==> config.mk <==
export PLATFORM = sky130hd
export DESIGN_NAME = mxfer_engine
export DESIGN_NICKNAME = d
export VERILOG_FILES = /design/src/rtl/mxfer_pkg.sv /design/src/rtl/mxfer_validate.sv /design/src/rtl/mxfer_addr_gen.sv /design/src/rtl/mxfer_ctrl.sv /design/src/rtl/mxfer_engine.sv
export SDC_FILE = /design/constraint.sdc
export NUM_CORES = 1
export LEC_CHECK = 0
export CAP_MARGIN = 30
export CORE_ASPECT_RATIO = 1.25
export CORE_UTILIZATION = 57
export CTS_BUF_LIST = sky130_fd_sc_hd__clkbuf_8
export DETAILED_ROUTE_END_ITERATION = 12
export PLACE_DENSITY = 0.87
export SLEW_MARGIN = 10
export SYNTH_ARGS = -nofsm -noshare
export SYNTH_HDL_FRONTEND = slang
export SYNTH_HIERARCHICAL = 1
export SYNTH_SLANG_ARGS = --single-unit
==> constraint.sdc <==
create_clock -name clk -period 65 [get_ports clk]
set_clock_uncertainty 0.05 [all_clocks]
set_input_delay 19.5 -clock clk [delete_from_list [all_inputs] [get_ports clk]]
set_output_delay 19.5 -clock clk [all_outputs]
set_load 0.005 [all_outputs]
==> src/rtl/mxfer_pkg.sv <==
package mxfer_pkg;

    // Sequencer states: load path and store path share the idle state.
    typedef enum logic [2:0] {
        ST_IDLE,
        ST_LD_REQ,
        ST_LD_WAIT,
        ST_ST_RD,
        ST_ST_GET,
        ST_ST_REQ
    } xfer_state_t;

    // Outcome of checking a command's count against the vector length.
    typedef enum logic [1:0] {
        CMD_RUN,
        CMD_EMPTY,
        CMD_REJECT
    } cmd_verdict_t;

    // Per-cycle control word from the sequencer to the datapath.
    typedef struct packed {
        logic mem_req;
        logic mem_we;
        logic sp_we;
        logic sp_re;
        logic mem_adv;
        logic sp_adv;
        logic elem_done;
        logic wbuf_load;
    } step_ctl_t;

    localparam step_ctl_t STEP_NONE = '0;

endpackage

==> src/rtl/mxfer_validate.sv <==
module mxfer_validate
    import mxfer_pkg::*;
#(
    parameter int CNT_W = 16,
    parameter int VL_W  = 8
) (
    input  logic [CNT_W-1:0] count,
    input  logic [VL_W-1:0]  vlen,
    output cmd_verdict_t     verdict
);
    localparam int DIV_W = (CNT_W > VL_W) ? CNT_W : VL_W;

    logic [DIV_W-1:0] num;
    logic [DIV_W-1:0] den;
    logic [DIV_W-1:0] rem;

    always_comb begin
        num = DIV_W'(count);
        den = DIV_W'(vlen);
        rem = (den == '0) ? '0 : (num % den);
        if (den == '0) begin
            verdict = CMD_REJECT;
        end else if (rem != '0) begin
            verdict = CMD_REJECT;
        end else if (num == '0) begin
            verdict = CMD_EMPTY;
        end else begin
            verdict = CMD_RUN;
        end
    end

endmodule

==> src/rtl/mxfer_addr_gen.sv <==
module mxfer_addr_gen #(
    parameter int ADDR_W = 32,
    parameter int CNT_W  = 16
) (
    input  logic              clk,
    input  logic              rst,
    input  logic              load,
    input  logic              use_stride,
    input  logic [ADDR_W-1:0] mem_base,
    input  logic [ADDR_W-1:0] sp_base,
    input  logic [ADDR_W-1:0] stride,
    input  logic [CNT_W-1:0]  count,
    input  logic              mem_adv,
    input  logic              sp_adv,
    input  logic              elem_done,
    output logic [ADDR_W-1:0] mem_addr,
    output logic [ADDR_W-1:0] sp_addr,
    output logic              last
);
    localparam logic [ADDR_W-1:0] UNIT     = {{(ADDR_W-1){1'b0}}, 1'b1};
    localparam logic [CNT_W-1:0]  CNT_ONE  = {{(CNT_W-1){1'b0}}, 1'b1};

    logic [ADDR_W-1:0] mem_ptr;
    logic [ADDR_W-1:0] mem_step;
    logic [ADDR_W-1:0] sp_ptr;
    logic [CNT_W-1:0]  remain;

    always_ff @(posedge clk) begin
        if (rst) begin
            mem_ptr  <= '0;
            mem_step <= '0;
            sp_ptr   <= '0;
            remain   <= '0;
        end else if (load) begin
            mem_ptr  <= mem_base;
            mem_step <= use_stride ? stride : UNIT;
            sp_ptr   <= sp_base;
            remain   <= count;
        end else begin
            if (mem_adv) begin
                mem_ptr <= mem_ptr + mem_step;
            end
            if (sp_adv) begin
                sp_ptr <= sp_ptr + UNIT;
            end
            if (elem_done) begin
                remain <= remain - CNT_ONE;
            end
        end
    end

    assign mem_addr = mem_ptr;
    assign sp_addr  = sp_ptr;
    assign last     = (remain == CNT_ONE);

endmodule

==> src/rtl/mxfer_ctrl.sv <==
module mxfer_ctrl
    import mxfer_pkg::*;
(
    input  logic         clk,
    input  logic         rst,
    input  logic         cmd_valid,
    input  logic         cmd_store,
    input  cmd_verdict_t verdict,
    input  logic         mem_req_ready,
    input  logic         mem_rsp_valid,
    input  logic         last,
    output logic         start,
    output step_ctl_t    ctl,
    output logic         busy,
    output logic         done,
    output logic         err
);
    xfer_state_t state;
    xfer_state_t nxt;
    logic        fin;
    logic        rej;
    logic        empty;

    always_comb begin
        nxt   = state;
        ctl   = STEP_NONE;
        start = 1'b0;
        fin   = 1'b0;
        rej   = 1'b0;
        empty = 1'b0;
        case (state)
            ST_IDLE: begin
                if (cmd_valid) begin
                    case (verdict)
                        CMD_REJECT: rej = 1'b1;
                        CMD_EMPTY:  empty = 1'b1;
                        default: begin
                            start = 1'b1;
                            nxt   = cmd_store ? ST_ST_RD : ST_LD_REQ;
                        end
                    endcase
                end
            end
            ST_LD_REQ: begin
                ctl.mem_req = 1'b1;
                if (mem_req_ready) begin
                    ctl.mem_adv = 1'b1;
                    nxt         = ST_LD_WAIT;
                end
            end
            ST_LD_WAIT: begin
                if (mem_rsp_valid) begin
                    ctl.sp_we     = 1'b1;
                    ctl.sp_adv    = 1'b1;
                    ctl.elem_done = 1'b1;
                    if (last) begin
                        fin = 1'b1;
                        nxt = ST_IDLE;
                    end else begin
                        nxt = ST_LD_REQ;
                    end
                end
            end
            ST_ST_RD: begin
                ctl.sp_re  = 1'b1;
                ctl.sp_adv = 1'b1;
                nxt        = ST_ST_GET;
            end
            ST_ST_GET: begin
                ctl.wbuf_load = 1'b1;
                nxt           = ST_ST_REQ;
            end
            ST_ST_REQ: begin
                ctl.mem_req = 1'b1;
                ctl.mem_we  = 1'b1;
                if (mem_req_ready) begin
                    ctl.mem_adv   = 1'b1;
                    ctl.elem_done = 1'b1;
                    if (last) begin
                        fin = 1'b1;
                        nxt = ST_IDLE;
                    end else begin
                        nxt = ST_ST_RD;
                    end
                end
            end
            default: nxt = ST_IDLE;
        endcase
    end

    always_ff @(posedge clk) begin
        if (rst) begin
            state <= ST_IDLE;
            done  <= 1'b0;
            err   <= 1'b0;
        end else begin
            state <= nxt;
            done  <= fin | empty;
            err   <= rej;
        end
    end

    assign busy = (state != ST_IDLE);

endmodule

==> src/rtl/mxfer_engine.sv <==
module mxfer_engine
    import mxfer_pkg::*;
#(
    parameter int ADDR_W = 32,
    parameter int DATA_W = 32,
    parameter int CNT_W  = 16,
    parameter int VL_W   = 8
) (
    input  logic              clk,
    input  logic              rst,
    input  logic              cmd_valid,
    input  logic              cmd_store,
    input  logic [ADDR_W-1:0] cmd_dst,
    input  logic [ADDR_W-1:0] cmd_src,
    input  logic [CNT_W-1:0]  cmd_count,
    input  logic [ADDR_W-1:0] cmd_stride,
    input  logic [VL_W-1:0]   vec_len,
    output logic              busy,
    output logic              done,
    output logic              err,
    output logic              mem_req_valid,
    output logic              mem_req_we,
    output logic [ADDR_W-1:0] mem_req_addr,
    output logic [DATA_W-1:0] mem_req_wdata,
    input  logic              mem_req_ready,
    input  logic              mem_rsp_valid,
    input  logic [DATA_W-1:0] mem_rsp_data,
    output logic              sp_we,
    output logic [ADDR_W-1:0] sp_waddr,
    output logic [DATA_W-1:0] sp_wdata,
    output logic              sp_re,
    output logic [ADDR_W-1:0] sp_raddr,
    input  logic [DATA_W-1:0] sp_rdata
);
    cmd_verdict_t      verdict;
    step_ctl_t         ctl;
    logic              start;
    logic              last;
    logic [ADDR_W-1:0] mem_base;
    logic [ADDR_W-1:0] sp_base;
    logic [ADDR_W-1:0] mem_ptr;
    logic [ADDR_W-1:0] sp_ptr;
    logic [DATA_W-1:0] wbuf;

    // Direction decides which operand addresses which side.
    assign mem_base = cmd_store ? cmd_dst : cmd_src;
    assign sp_base  = cmd_store ? cmd_src : cmd_dst;

    mxfer_validate #(
        .CNT_W (CNT_W),
        .VL_W  (VL_W)
    ) u_validate (
        .count   (cmd_count),
        .vlen    (vec_len),
        .verdict (verdict)
    );

    mxfer_ctrl u_ctrl (
        .clk           (clk),
        .rst           (rst),
        .cmd_valid     (cmd_valid),
        .cmd_store     (cmd_store),
        .verdict       (verdict),
        .mem_req_ready (mem_req_ready),
        .mem_rsp_valid (mem_rsp_valid),
        .last          (last),
        .start         (start),
        .ctl           (ctl),
        .busy          (busy),
        .done          (done),
        .err           (err)
    );

    mxfer_addr_gen #(
        .ADDR_W (ADDR_W),
        .CNT_W  (CNT_W)
    ) u_addr (
        .clk        (clk),
        .rst        (rst),
        .load       (start),
        .use_stride (~cmd_store),
        .mem_base   (mem_base),
        .sp_base    (sp_base),
        .stride     (cmd_stride),
        .count      (cmd_count),
        .mem_adv    (ctl.mem_adv),
        .sp_adv     (ctl.sp_adv),
        .elem_done  (ctl.elem_done),
        .mem_addr   (mem_ptr),
        .sp_addr    (sp_ptr),
        .last       (last)
    );

    // Holds one scratchpad word between its read and its memory write.
    always_ff @(posedge clk) begin
        if (rst) begin
            wbuf <= '0;
        end else if (ctl.wbuf_load) begin
            wbuf <= sp_rdata;
        end
    end

    assign mem_req_valid = ctl.mem_req;
    assign mem_req_we    = ctl.mem_we;
    assign mem_req_addr  = mem_ptr;
    assign mem_req_wdata = wbuf;
    assign sp_we         = ctl.sp_we;
    assign sp_waddr      = sp_ptr;
    assign sp_wdata      = mem_rsp_data;
    assign sp_re         = ctl.sp_re;
    assign sp_raddr      = sp_ptr;

endmodule

-- After elaboration in Yosys (flattened, before gate mapping)
Cells that the tools add are included.
Widths: inputs -> output; s select.
- flip-flop bits (word level): 149
- logic and storage cells: 84
- input port bits: 190
- output and inout bits: 167
- reductions and logical operators: 12
- equal/unequal tests: 13
- add/sub/neg operators: 3
- muxes and demuxes: 44
- bitwise operators: 3
- divide/modulo/power cells: 1
- operators by type and width (cell ; number):
    $mux 32 ; 7
    $mux 16 ; 3
    $add 32x1->32 const B ; 1
    $add 32x32->32 ; 1
    $mux 1 ; 20
    $pmux 3 s6 ; 1
    $eq 16x1->1 const B ; 1
    $logic_not 16->1 ; 1
    $mod 16x8->16 ; 1
    $reduce_bool 16->1 ; 1
    $sub 16x1->16 const B ; 1
    $mux 3 ; 5
    $mux 2 ; 5
    $ne 2x2->1 const B ; 5
    $logic_not 8->1 ; 1
    $eq 3x2->1 const B ; 2
    $eq 3x3->1 const B ; 2
    $pmux 1 s2 ; 3
    $reduce_bool 2->1 ; 3
    $reduce_and 5->1 ; 1
    $reduce_or 2->1 ; 2
    $eq 3x1->1 const B ; 1
    $logic_not 3->1 ; 1
    $reduce_bool 3->1 ; 1
    5 further kinds ; 6

-- Logic depth before layout (Yosys ltp)
- word-level depth: 11
- gate-level depth with buffers: 162
- gate-level depth less buffers: 154

-- By module
Netlist, hierarchy kept.
- by module, submodules not included (module ; seq. area each (µm²) ; times used ; cells an instance ; area each (µm²)):
    mxfer_addr_gen ; 2242.2 ; 1 ; 845 ; 6718.9
    mxfer_validate ; 0.0 ; 1 ; 861 ; 6142.1
    mxfer_engine ; 640.6 ; 1 ; 239 ; 2592.5
    mxfer_ctrl ; 100.1 ; 1 ; 49 ; 389.1

-- Worst setup path before layout
Ideal clock, no wire load.
- path kind: input-to-reg
- from: in vec_len[5]
- to: reg u_addr.sp_ptr[17], in the netlist u_addr/sp_addr[17]
- buffers on the path: 9
- library setup time: 0.128 ns
- cell stages on the path: 151
- data required time: 64.822 ns
- setup slack: 16.029 ns
- arrival: 48.794 ns
- cells stage by stage: nor4_1 > nand2_1 > nor2_1 > a21oi_1 > a21oi_1 > ha_1 > or4b_1 > o311ai_0 > a21oi_1 > ha_1 > a21oi_1 > nand2_1 > or4_1 > nand4_1 > ha_1 > inv_1 > a21o_1 > a21oi_1 > [115 not listed] > o21bai_1 > a21oi_1 > o21ai_0 > nor3_1 > a211o_1 > nor4_1 > or4_4 > a2111oi_2 > inv_1 > ha_1 > nand2_1 > nor2_1 > clkbuf_1 > inv_1 > clkbuf_1 > buf_1 > mux2i_1 > nor2_1
- cells in the longest elaborated chain, start to end: 11
- elaborated cells on any way between the ends: 14
- classes of those cells: div: 1; eq/ne: 2; mux: 7; reduce/logical: 4
- ends and longest elaborated chain (item ; RTL line ; text):
    start: declaration ; mxfer_engine.sv:17 ; input logic [VL_W-1:0] vec_len,
    $mod 16x8->16 or $logic_not 8->1 (tied branches) ; mxfer_validate.sv:20, mxfer_validate.sv:21 ;
    $mux 16 ; mxfer_validate.sv:20 ; rem = (den == '0) ? '0 : (num % den);
    $reduce_bool 16->1 ; mxfer_validate.sv:23 ; end else if (rem != '0) begin
    $mux 2 ; mxfer_validate.sv:23 ;
    $mux 2 (*) ; mxfer_validate.sv:21 ; if (den == '0) begin
    net verdict[0] ; mxfer_engine.sv:35 ; cmd_verdict_t verdict;
    $eq 2x2->1 or $eq 2x1->1 (tied branches) ; mxfer_ctrl.sv:34 ; case (verdict)
    $reduce_or 2->1 (no line) (*) ; - ;
    $mux 1 (*) ; mxfer_ctrl.sv:34 ;
    $mux 1 (*) ; mxfer_ctrl.sv:33 ; if (cmd_valid) begin
    $mux 1 (*) ; mxfer_ctrl.sv:31 ; case (state)
    net start ; mxfer_engine.sv:37 ; logic start;
    $mux 32 or $reduce_bool 2->1 (tied branches) ; - ;
    end signal: assignment ; mxfer_addr_gen.sv:37 ; sp_ptr <= sp_base;
    end signal: assignment ; mxfer_addr_gen.sv:44 ; sp_ptr <= sp_ptr + UNIT;
    end: declaration ; mxfer_addr_gen.sv:25 ; logic [ADDR_W-1:0] sp_ptr;
The timed path passes the listed nets; every way through them passes the cells marked *.
A chain may end at the register's enable or synchronous reset.

-- Final worst setup path
- from: in vec_len[7]
- to: reg u_addr.mem_ptr[28], in the netlist u_addr/mem_addr[28]
- cells in the longest elaborated chain, start to end: 11
- elaborated cells on any way between the ends: 14
- classes of those cells: div: 1; eq/ne: 2; mux: 7; reduce/logical: 4
- ends and longest elaborated chain (item ; RTL line ; text):
    $mod 16x8->16 or $logic_not 8->1 (tied branches) ; mxfer_validate.sv:20, mxfer_validate.sv:21 ;
    $mux 16 ; mxfer_validate.sv:20 ;
    $reduce_bool 16->1 ; mxfer_validate.sv:23 ;
    $mux 2 ; mxfer_validate.sv:23 ;
    $mux 2 (*) ; mxfer_validate.sv:21 ;
    net verdict[0] ; mxfer_engine.sv:35 ;
    $eq 2x2->1 or $eq 2x1->1 (tied branches) ; mxfer_ctrl.sv:34 ;
    $reduce_or 2->1 (no line) (*) ; - ;
    $mux 1 (*) ; mxfer_ctrl.sv:34 ;
    $mux 1 (*) ; mxfer_ctrl.sv:33 ;
    $mux 1 (*) ; mxfer_ctrl.sv:31 ;
    net start ; mxfer_engine.sv:37 ;
    $mux 32 or $reduce_bool 2->1 (tied branches) ; - ;
    end signal: assignment ; mxfer_addr_gen.sv:35 ; mem_ptr <= mem_base;
    end signal: assignment ; mxfer_addr_gen.sv:41 ; mem_ptr <= mem_ptr + mem_step;
    end: declaration ; mxfer_addr_gen.sv:23 ; logic [ADDR_W-1:0] mem_ptr;
Marks and branches as above.

==> summary.txt <==
Drt
  • Via count: between 15k and 20k
  • Drt via density: around 6.3
  • Total wire length: 49900 µm
  • Iteration count of the initial detailed-routing pass: 5
  • Post-route ant nets: 0
  • DRC Markers: 0
  • Routed len/inst: ~20 µm
  • Initial DRC Count: between 1k and 1.5k

Global routing
  • Vias in the first global route: 15.5k
  • Grt ovf: 0
  • Initial antenna violation count: 0
  • Gr usage total: 34.2%
  • Pin count of the biggest net entering global routing: between 90 and 100
  • First-pass GRT wire length: between 70000 and 80000 µm

Timing
  • Fmax: roughly 18 MHz
  • Final setup violation count: 0
  • Max-slew violations: 0
  • Final hold viol count: 0
  • Period utilization: a little over four fifths
  • Minimum clock period after layout: about 55 ns
  • Post-route setup TNS: 0 ns
  • Worst-margin pin slew: approximately 0.94 ns
  • RSZ-0062 raised after global routing: false
  • Slew headroom: 36.6%

Yosys
  • Unique masters post-synth: approximately 120
  • Mapped Area: ~16000 µm²
  • Post-synthesis sequential area ratio: between 10% and 20%
  • Syn Area/Cell: slightly below 8 µm²
  • EDFF count, synth: 0
  • Async SR Flop Fraction: 0%
  • Synth Instances: 1994
  • Synth Net Count: between 2k and 2.5k
  • Ys flop type: dfxtp_1
  • Ys Warns: 6
  • Synth area leader: dfxtp_1
  • Area contributors post-synth: dfxtp_1 (19%), ha_1 (11%), nor2_1 (6.5%)
  • Synthesized flop and latch total: about 150
  • Synth top area share: a little under a fifth

Worst hold path
  • Hold Crit Start: mem_req_wdata[22]$_SDFFE_PP0P_
  • Type of the tightest min-delay check: flop to flop
  • Worst hold endpoint: mem_req_wdata[22]$_SDFFE_PP0P_
  • Worst hold path depth: 2

Die
  • Starting Density: between 50% and 60%
  • Row cnt: 67
  • IO Pins: approximately 360
  • Core region area: roughly 27000 µm²
  • Die width: approximately 150 µm
  • Die Y: approximately 190 µm
  • DIE AREA: between 20000 and 30000 µm²

Critical path
  • Max FO, Critical Path: 66
  • R2R Path End: u_addr/mem_addr[30]$_SDFFE_PP0P_
  • Slowest library cell on the worst path: o31ai_2
  • CP peak stage delay: between 0.7 and 0.8 ns
  • Setup slack, reg-to-reg: between 60 and 70 ns
  • R2R depth: 10
  • Reg-to-reg startpoint: u_addr/mem_addr[0]$_SDFFE_PP0P_
  • Most used cell, CP: o21a_1
  • Startpoint Class: input pin
  • Worst EP required: between 60 and 70 ns
  • Worst path arrival time: about 55 ns
  • Critical path type: input pin to flop
  • CP endpoint kind: flop

Clock tree
  • Clock buffer depth: 2
  • Clk Latency, worst-skew pair: between 0.4 and 0.5 ns
  • # hold bufs at CTS: 0
  • CTS tree: built
  • Resize count post-CTS: 0
  • Clock tree sinks: about 150
  • H-tree levels: 4
  • CTS root buf: clkbuf_8
  • Setup bufs post-CTS: 0
  • Clock slew at reported path FFs: ~0.090 ns
  • Total CTS buffers: 17

Cells and area
  • Syn-to-layout area delta: 18.5%
  • Fraction of layout cells with a size suffix above 1: around a tenth
  • Final nets: roughly 2.5k
  • # diodes: 0

Place
  • Detailed placement HPWL: about 39000 µm
  • I/O Buffers: 292
  • Gp weighted congestion: 0.985

Run
  • Max_cap viols: 0

Status
  • Outcome: finished clean
==> per-stage QoR <==
stage	cells	setup slack [ns]	util (%)	hold slack (ns)	cell area [µm²]
finish	2515	10.42	69.3	0.455	18800
detailed placement	2481	10.65	67.7	0.434	18300
floorplan	1994	16.03	-	0.424	15800
global placement	2479	11.43	67.5	0.424	18300
global route	2515	7.97	69.3	0.487	18800
CTS	2513	11.02	69.2	0.457	18700
==> cell usage in the layout (no fill, tap or decap), types with 41 or more instances in the layout <==
cell	instances
o21ai_0	68
nand2_1	124
clkdlybuf4s50_1	290
mux2_2	41
ha_1	137
mux2_4	50
nor3_1	61
mux2i_1	64
dfxtp_1	149
a21oi_1	146
nor2_1	273
o21a_1	49
xor2_1	48
inv_1	52
xnor2_1	55
==> area by class of cell <==
class | instances | area, µm²
clock buffer | 17 | 234
tap | 345 | 432
multi-input combinational | 1632 | 11700
inverter | 53 | 199
fill | 2119 | 8300
timing repair buffer | 304 | 3070
sequential | 149 | 2980
clock inverter | 15 | 173
==> Yosys cell counts, drive strengths merged, types with 5 or more instances <==
library cell	number
a311oi	6
nor2b	13
o31ai	13
nand3	42
or3	19
o21bai	8
and4	7
nor2	277
xnor2	55
mux2i	65
nor3	64
a21oi	149
nor3b	8
nor4	18
nand3b	8
a31oi	18
nand2b	12
or4	12
o22ai	10
nand2	125
a221o	5
nand4	21
a21o	39
mux2	91
a32o	5
a211o	11
buf	96
o211ai	13
a211oi	38
xor2	48
a22oi	33
and3	29
a31o	7
o21ai	76
and2	17
o21a	49
o41ai	6
or2	12
dfxtp	149
inv	53
clkbuf	62
a21boi	6
ha	137
==> registers in the layout (all words and copies together) (netlist names) <==
register,count
u_addr/remain,16
u_ctrl/done,1
u_addr/mem_addr,32
u_addr/sp_addr,32
mem_req_wdata,32
u_addr/mem_step,32
u_ctrl/err,1
u_ctrl/state,3
==> cell families (layout without fill, tap and decap cells) <==
| logic type | after synthesis | after routing | share of synthesized area [%] |
|---|---|---|---|
| fa+ha+maj | 139 | 139 | 11.1 |
| flops | 149 | 149 | 18.8 |
| buf+inv | 213 | 389 | 7.50 |
| mux | 156 | 156 | 11.8 |
| simple gates | 694 | 694 | 21.5 |
| xor+xnor | 103 | 103 | 5.69 |
| compound gates | 540 | 540 | 23.6 |
==> layer usage <==
metal | routed length (µm) | GRT usage (%) | vias up
met5 | 0 | 0 | -
met4 | 2510 | 20.2 | 0
met3 | 2880 | 4.55 | 148
met2 | 24900 | 60.0 | 676
met1 | 19600 | 38.9 | 7520
li1 | - | - | 7599
==> critical path, delay by kind of cell <==
| kind | cells | cell delay, ns |
|---|---|---|
| compound gates | 79 | 18.06 |
| simple gates | 41 | 9.05 |
| buf+inv | 5 | 1.75 |
| fa+ha+maj | 16 | 5.07 |
| mux | 4 | 1.39 |
==> worst max path at each step <==
| stage | to | depth (start not counted) | start | slack, ns |
|---|---|---|---|---|
| final | u_addr/mem_addr[28]$_SDFFE_PP0P_ | 145 | vec_len[7] | 10.42 |
| after global routing | u_addr/mem_addr[28]$_SDFFE_PP0P_ | 142 | vec_len[7] | 7.97 |
| after CTS | u_addr/mem_step[26]$_SDFFE_PP0P_ | 142 | vec_len[7] | 11.02 |
| after detailed placement | u_addr/mem_step[23]$_SDFFE_PP0P_ | 142 | vec_len[7] | 10.65 |
| after global placement | u_addr/mem_step[31]$_SDFFE_PP0P_ | 142 | vec_len[7] | 11.43 |
| after floorplan | u_addr/sp_addr[17]$_SDFFE_PP0P_ | 151 | vec_len[5] | 16.03 |
Power is not shown: default switching activity piles up to over one toggle a cycle in this logic, so the estimate is an artifact.
